File: config.mk
export PLATFORM = sky130hd
export DESIGN_NAME = gate_accum
export DESIGN_NICKNAME = d
export VERILOG_FILES = /design/src/rtl/pa_pkg.sv /design/src/rtl/pa_sync.sv /design/src/rtl/pa_gate_fsm.sv /design/src/rtl/pa_counter.sv /design/src/rtl/gate_accum.sv
export SDC_FILE = /design/constraint.sdc
export NUM_CORES = 1
export LEC_CHECK = 0
export BUFFER_PORTS_ARGS = -buffer_cell sky130_fd_sc_hd__buf_2
export CORE_UTILIZATION = 43
export DETAILED_ROUTE_END_ITERATION = 10
export PLACE_DENSITY_LB_ADDON = 0.1
export SLEW_MARGIN = 0
export SYNTH_ARGS = -nofsm -noshare
export SYNTH_HDL_FRONTEND = slang
export SYNTH_HIERARCHICAL = 1
export SYNTH_SLANG_ARGS = --single-unit
File: constraint.sdc
create_clock -name clk -period 5.45 [get_ports clk]
set_input_delay 0.8175 -clock clk [delete_from_list [all_inputs] [get_ports clk]]
set_output_delay 0.8175 -clock clk [all_outputs]
set_load 0.01 [all_outputs]
File: src/rtl/pa_pkg.sv
package pa_pkg;
    typedef enum logic [1:0] {
        ST_EVENT = 2'd0,
        ST_SHUT  = 2'd1,
        ST_OPEN  = 2'd2
    } gate_state_e;

    localparam logic [1:0] ADDR_CTRL = 2'd0;
    localparam logic [1:0] ADDR_CNT  = 2'd1;
    localparam logic [1:0] ADDR_FLAG = 2'd2;

    localparam int FB_IN  = 0;
    localparam int FB_OVF = 1;

    typedef struct packed {
        logic ie_ovf;
        logic ie_in;
        logic pol;
        logic mode;
    } ctrl_t;

    localparam int CTRL_W = $bits(ctrl_t);
endpackage

File: src/rtl/pa_sync.sv
module pa_sync #(
    parameter int STAGES = 2
) (
    input  logic clk,
    input  logic rst_n,
    input  logic pin,
    output logic lvl,
    output logic prev
);
    logic [STAGES-1:0] sr;

    for (genvar i = 0; i < STAGES; i++) begin : g_stage
        if (i == 0) begin : g_first
            always_ff @(posedge clk) begin
                if (!rst_n) sr[0] <= 1'b0;
                else        sr[0] <= pin;
            end
        end else begin : g_next
            always_ff @(posedge clk) begin
                if (!rst_n) sr[i] <= 1'b0;
                else        sr[i] <= sr[i-1];
            end
        end
    end

    always_ff @(posedge clk) begin
        if (!rst_n) prev <= 1'b0;
        else        prev <= sr[STAGES-1];
    end

    assign lvl = sr[STAGES-1];
endmodule

File: src/rtl/pa_gate_fsm.sv
module pa_gate_fsm
    import pa_pkg::*;
(
    input  logic clk,
    input  logic rst_n,
    input  logic mode,
    input  logic pol,
    input  logic lvl,
    input  logic prev,
    input  logic tick,
    input  logic ten,
    output logic count_en,
    output logic trail,
    output logic gate_open
);
    gate_state_e state_q, state_d;
    logic active, evt;

    assign active = lvl ^ pol;
    assign evt    = pol ? (!lvl && prev) : (lvl && !prev);

    always_ff @(posedge clk) begin
        if (!rst_n) state_q <= ST_EVENT;
        else        state_q <= state_d;
    end

    always_comb begin
        state_d   = state_q;
        count_en  = 1'b0;
        trail     = 1'b0;
        gate_open = 1'b0;
        unique case (state_q)
            ST_EVENT: begin
                count_en = mode ? (tick && ten && active) : evt;
                if (mode) state_d = active ? ST_OPEN : ST_SHUT;
            end
            ST_SHUT: begin
                count_en = mode ? (tick && ten && active) : evt;
                if (!mode)       state_d = ST_EVENT;
                else if (active) state_d = ST_OPEN;
            end
            ST_OPEN: begin
                gate_open = 1'b1;
                count_en  = mode ? (tick && ten && active) : evt;
                if (!mode) begin
                    state_d = ST_EVENT;
                end else if (!active) begin
                    state_d = ST_SHUT;
                    trail   = 1'b1;
                end
            end
            default: state_d = ST_EVENT;
        endcase
    end
endmodule

File: src/rtl/pa_counter.sv
module pa_counter #(
    parameter int W = 16
) (
    input  logic         clk,
    input  logic         rst_n,
    input  logic         load,
    input  logic [W-1:0] ld_val,
    input  logic         inc,
    output logic [W-1:0] cnt,
    output logic         wrap
);
    localparam logic [W-1:0] ONE = W'(1);

    assign wrap = inc && !load && (&cnt);

    always_ff @(posedge clk) begin
        if (!rst_n)   cnt <= '0;
        else if (load) cnt <= ld_val;
        else if (inc)  cnt <= cnt + ONE;
    end
endmodule

File: src/rtl/gate_accum.sv
module gate_accum
    import pa_pkg::*;
#(
    parameter int W          = 16,
    parameter int SYNC_STAGE = 2
) (
    input  logic         clk,
    input  logic         rst_n,
    input  logic         reg_wr,
    input  logic [1:0]   reg_addr,
    input  logic [W-1:0] reg_wdata,
    output logic [W-1:0] reg_rdata,
    input  logic         pin_in,
    input  logic         timer_en,
    input  logic         tick64,
    output logic         irq_in,
    output logic         irq_ovf
);
    ctrl_t        ctrl_q;
    logic         flag_in_q, flag_ovf_q;
    logic         lvl, prev, inc_w, trail_w, open_w, wrap_w;
    logic [W-1:0] cnt_q;
    logic         wr_ctrl, wr_cnt, wr_flag;

    assign wr_ctrl = reg_wr && (reg_addr == ADDR_CTRL);
    assign wr_cnt  = reg_wr && (reg_addr == ADDR_CNT);
    assign wr_flag = reg_wr && (reg_addr == ADDR_FLAG);

    pa_sync #(.STAGES(SYNC_STAGE)) u_sync (
        .clk(clk), .rst_n(rst_n), .pin(pin_in), .lvl(lvl), .prev(prev)
    );

    pa_gate_fsm u_fsm (
        .clk(clk), .rst_n(rst_n), .mode(ctrl_q.mode), .pol(ctrl_q.pol),
        .lvl(lvl), .prev(prev), .tick(tick64), .ten(timer_en),
        .count_en(inc_w), .trail(trail_w), .gate_open(open_w)
    );

    pa_counter #(.W(W)) u_cnt (
        .clk(clk), .rst_n(rst_n), .load(wr_cnt), .ld_val(reg_wdata),
        .inc(inc_w), .cnt(cnt_q), .wrap(wrap_w)
    );

    always_ff @(posedge clk) begin
        if (!rst_n)       ctrl_q <= '0;
        else if (wr_ctrl) ctrl_q <= ctrl_t'(reg_wdata[CTRL_W-1:0]);
    end

    always_ff @(posedge clk) begin
        if (!rst_n) begin
            flag_in_q  <= 1'b0;
            flag_ovf_q <= 1'b0;
        end else begin
            flag_in_q  <= (flag_in_q  && !(wr_flag && reg_wdata[FB_IN]))  || trail_w;
            flag_ovf_q <= (flag_ovf_q && !(wr_flag && reg_wdata[FB_OVF])) || wrap_w;
        end
    end

    always_comb begin
        reg_rdata = '0;
        unique case (reg_addr)
            ADDR_CTRL: reg_rdata[CTRL_W-1:0] = ctrl_q;
            ADDR_CNT:  reg_rdata = cnt_q;
            ADDR_FLAG: begin
                reg_rdata[FB_IN]  = flag_in_q;
                reg_rdata[FB_OVF] = flag_ovf_q;
            end
            default:   reg_rdata = '0;
        endcase
    end

    assign irq_in  = flag_in_q  && ctrl_q.ie_in;
    assign irq_ovf = flag_ovf_q && ctrl_q.ie_ovf;
endmodule

==> summary.md <==
| Metric | Value |
|---|---|
| Clk_lat worst skew | `0.27 ns` |
| FF-to-FF path depth | `6` |
| Max transition margin | `0.598` |
| Final-report hold violation count | `0` |
| Bufs on Longest Clock Path | `2` |
| Leakage | `0.000817 µW` |
| Seq pwr share | `0.564` |
| Psw | `102 µW` |
| Slew @ Worst Pin | `0.603 ns` |
| Arr. time, crit path | `2.78 ns` |
| Post-Route WL | `3770 µm` |
| # DRC | `0` |
| FF-to-FF setup slack | `2.88 ns` |
| HP Class | `flip-flop to flip-flop` |
| Post-synth EDFFs | `0` |
| Maximum vdd drop | `0.000109 V` |
| Distinct cells, synth | `41` |
| Largest net degree at the start of global routing | `31` |
| Setup_tns | `0 ns` |
| CTS sink cnt | `27` |
| Crit path capture | `u_cnt/cnt[10]` |
| Final Skew | `0.00630 ns` |
| Internal power | `285 µW` |
| Routed Antenna Nets | `0` |
| CP Cell Sequence | `xor2_1 > nand3_1 > a221oi_2 > nand4_2 > or4_1 > a31oi_1` |
| Initial Util | `0.450` |
| I/O pins | `42` |
| Crit path launch | `ctrl_q[1]` |
| Critical Path End Type | `flip-flop` |
| Mean area per synthesized cell | `8.67 µm²` |
| Row cnt | `22` |
| Layout net count | `250` |
| Core box area | `3660 µm²` |
| RePlAce Congestion | `0.773` |
| Vias in the first global route | `1491` |
| CP top delay family | `simple AND/OR/NAND/NOR gates` |
| DR vias | `1509` |
| Post-CTS Setup Inserts | `0` |
| CP Class | `flip-flop to flip-flop` |
| Combinational share of power | `0.142` |
| Cell area power density | `205 nW/µm²` |
| Final Setup Violations | `0` |
| DIE WIDTH | `63.9 µm` |
| Critical Path RT | `5.66 ns` |
| CP Depth | `6` |
| Asr flop ratio synth | `0` |
| Post-cts resize count | `0` |
| Crit-path max cell delay | `0.60 ns` |
| Post-synthesis sequential area ratio | `0.328` |
| Ys Warns | `6` |
| Bufs and invs on worst path | `0` |
| Placed Cells incl. Taps | `268` |
| Critical path's slowest cell | `or4_1` |
| Clock-pin transition on the worst setup and hold timing paths | `0.09 ns` |
| Port bufs | `41` |
| Clock power share | `0.295` |
| Initial DRC count | `86` |
| Post-Layout Cell Count | `272` |
| DR WL/cell | `13.9 µm` |
| Global-route wire length before repair | `6820 µm` |
| Main synth FF type | `dfxtp_1` |
| Initial antenna violation count | `0` |
| Worst reg2reg endpoint | `u_cnt/cnt[10]` |
| Synth Cell Area | `1650 µm²` |
| Yosys reg bits | `27` |
| Max cap viols | `0` |
| Drt first pass iters | `4` |
| Tcrit/Tclk final | `0.472` |
| RSZ-0062 raised after global routing | `no` |
| Syn-to-layout area delta | `14.4%` |
| # H-tree levels | `1` |
| Height of the die | `63.9 µm` |
| Vias/cell | `5.55` |
| CP Launch Type | `flip-flop` |
| Status | `completed` |
| Net Sw Frac | `0.263` |
| Max Slew Vio Count | `0` |
| Full die area | `4080 µm²` |
| Hpwl dp | `2810 µm` |
| Synth Instances | `190` |
| TritonCTS Buffers | `3` |
| Reg2Reg Launch Point | `ctrl_q[1]` |
| CTS tree | `done` |
| ANT cells | `0` |
| Fmax | `0.388 GHz` |
| Hold buffers post-CTS | `0` |
| CTS Root Cell | `clkbuf_8` |
| Layout cells sized above 1 | `0.246` |
| Synthesized Nets | `215` |
| Tmin final | `2.57 ns` |
| Crit Path Max Fanout | `12` |
| GRT Util Overall | `0.210` |
| GR Overflow Total | `0` |
how the worst min path moves through the flow:
| stage | startpoint | to | slack (ns) | cells after the start |
|---|---|---|---|---|
| final | u_sync/sr[0] | u_sync/lvl | 0.44 | 1 |
| after global routing | u_sync/sr[0] | u_sync/lvl | 0.47 | 1 |
| after CTS | u_sync/sr[0] | u_sync/lvl | 0.44 | 1 |
| after detailed placement | u_sync/sr[0] | u_sync/lvl | 0.42 | 1 |
| after global placement | u_sync/sr[0] | u_sync/lvl | 0.42 | 1 |
| after floorplan | u_sync/sr[0] | u_sync/lvl | 0.41 | 1 |
state kept, by name (all words and copies together), names as in the netlist:
signal         count
u_cnt/cnt         16
flag_ovf_q         1
u_sync/sr          1
u_fsm/state_q      2
ctrl_q             4
u_sync/prev        1
u_sync/lvl         1
flag_in_q          1
stage by stage:
step	hold slack, ns	instance area (µm²)	util	power, µW	setup slack (ns)
2_1_floorplan	0.412	1650	-	259	3.15
4_1_cts	0.441	1880	0.515	392	2.88
6_report	0.437	1880	0.515	387	2.88
3_5_place_dp	0.420	1840	0.502	278	2.57
3_3_place_gp	0.421	1840	0.502	276	2.69
5_1_grt	0.472	1880	0.515	412	2.64
power by group through the flow:
stage / combinational (µW) / sequential [µW] / clock (µW)
3_5_place_dp: 55.5 / 223 / 0
3_3_place_gp: 53.8 / 223 / 0
4_1_cts: 55.5 / 218 / 118
5_1_grt: 62.4 / 220 / 129
2_1_floorplan: 39.5 / 219 / 0
6_report: 54.8 / 218 / 114
per-layer routing:
layer | vias to the layer above | share of wire | track usage
met5 | - | 0 | 0
met4 | 0 | 0.0077 | 0.0597
met3 | 5 | 0.036 | 0.0446
met2 | 31 | 0.49 | 0.356
met1 | 705 | 0.46 | 0.266
li1 | 768 | - | -
layout by cell type (no fill, tap or decap), types with 2 or more instances in the layout:
master	instances
buf_2	41
nand2_1	16
nor2_1	13
nor4_1	4
o211a_1	4
nand4_2	4
nand3_1	4
o21ai_0	15
clkbuf_8	3
and2_1	18
inv_1	5
mux2i_1	9
and4_1	3
a211oi_1	4
xnor2_1	4
o2bb2ai_1	2
nor2b_1	8
nand2b_1	3
o41a_1	3
or4_1	4
a31oi_1	8
or3_1	2
o31ai_1	4
dfxtp_1	27
synthesized netlist by cell type (5+ instances only):
cell      count  area [µm²]
a31oi_1       8        50.1
inv_1         5        18.8
and2_1       18         113
mux2i_1       9        90.1
o21ai_0      15        75.1
nor2b_1       8        50.1
dfxtp_1      27         541
nand2_1      16        60.1
clkbuf_1      5        18.8
nor2_1       13        48.8
logic make-up after synthesis:
| logic type | after synthesis | share of synthesized area |
|---|---|---|
| muxes | 9 | 0.0547 |
| and+or+nand+nor | 86 | 0.318 |
| adders and majority gates | 1 | 0.00759 |
| buffers and inverters | 16 | 0.0562 |
| xor gates and xnor gates | 5 | 0.0266 |
| DFF | 27 | 0.328 |
| AOI/OAI and AO/OA | 46 | 0.209 |
final cells by class:
class                      instances  area [µm²]
clock buffer                       4        45.0
fill                             360        1780
inverter                           5        18.8
multi-input combinational        147        1010
sequential                        27         541
tap                               48        60.1
timing repair buffer              41         205
Note: power is estimated with default switching activity, not from simulation.
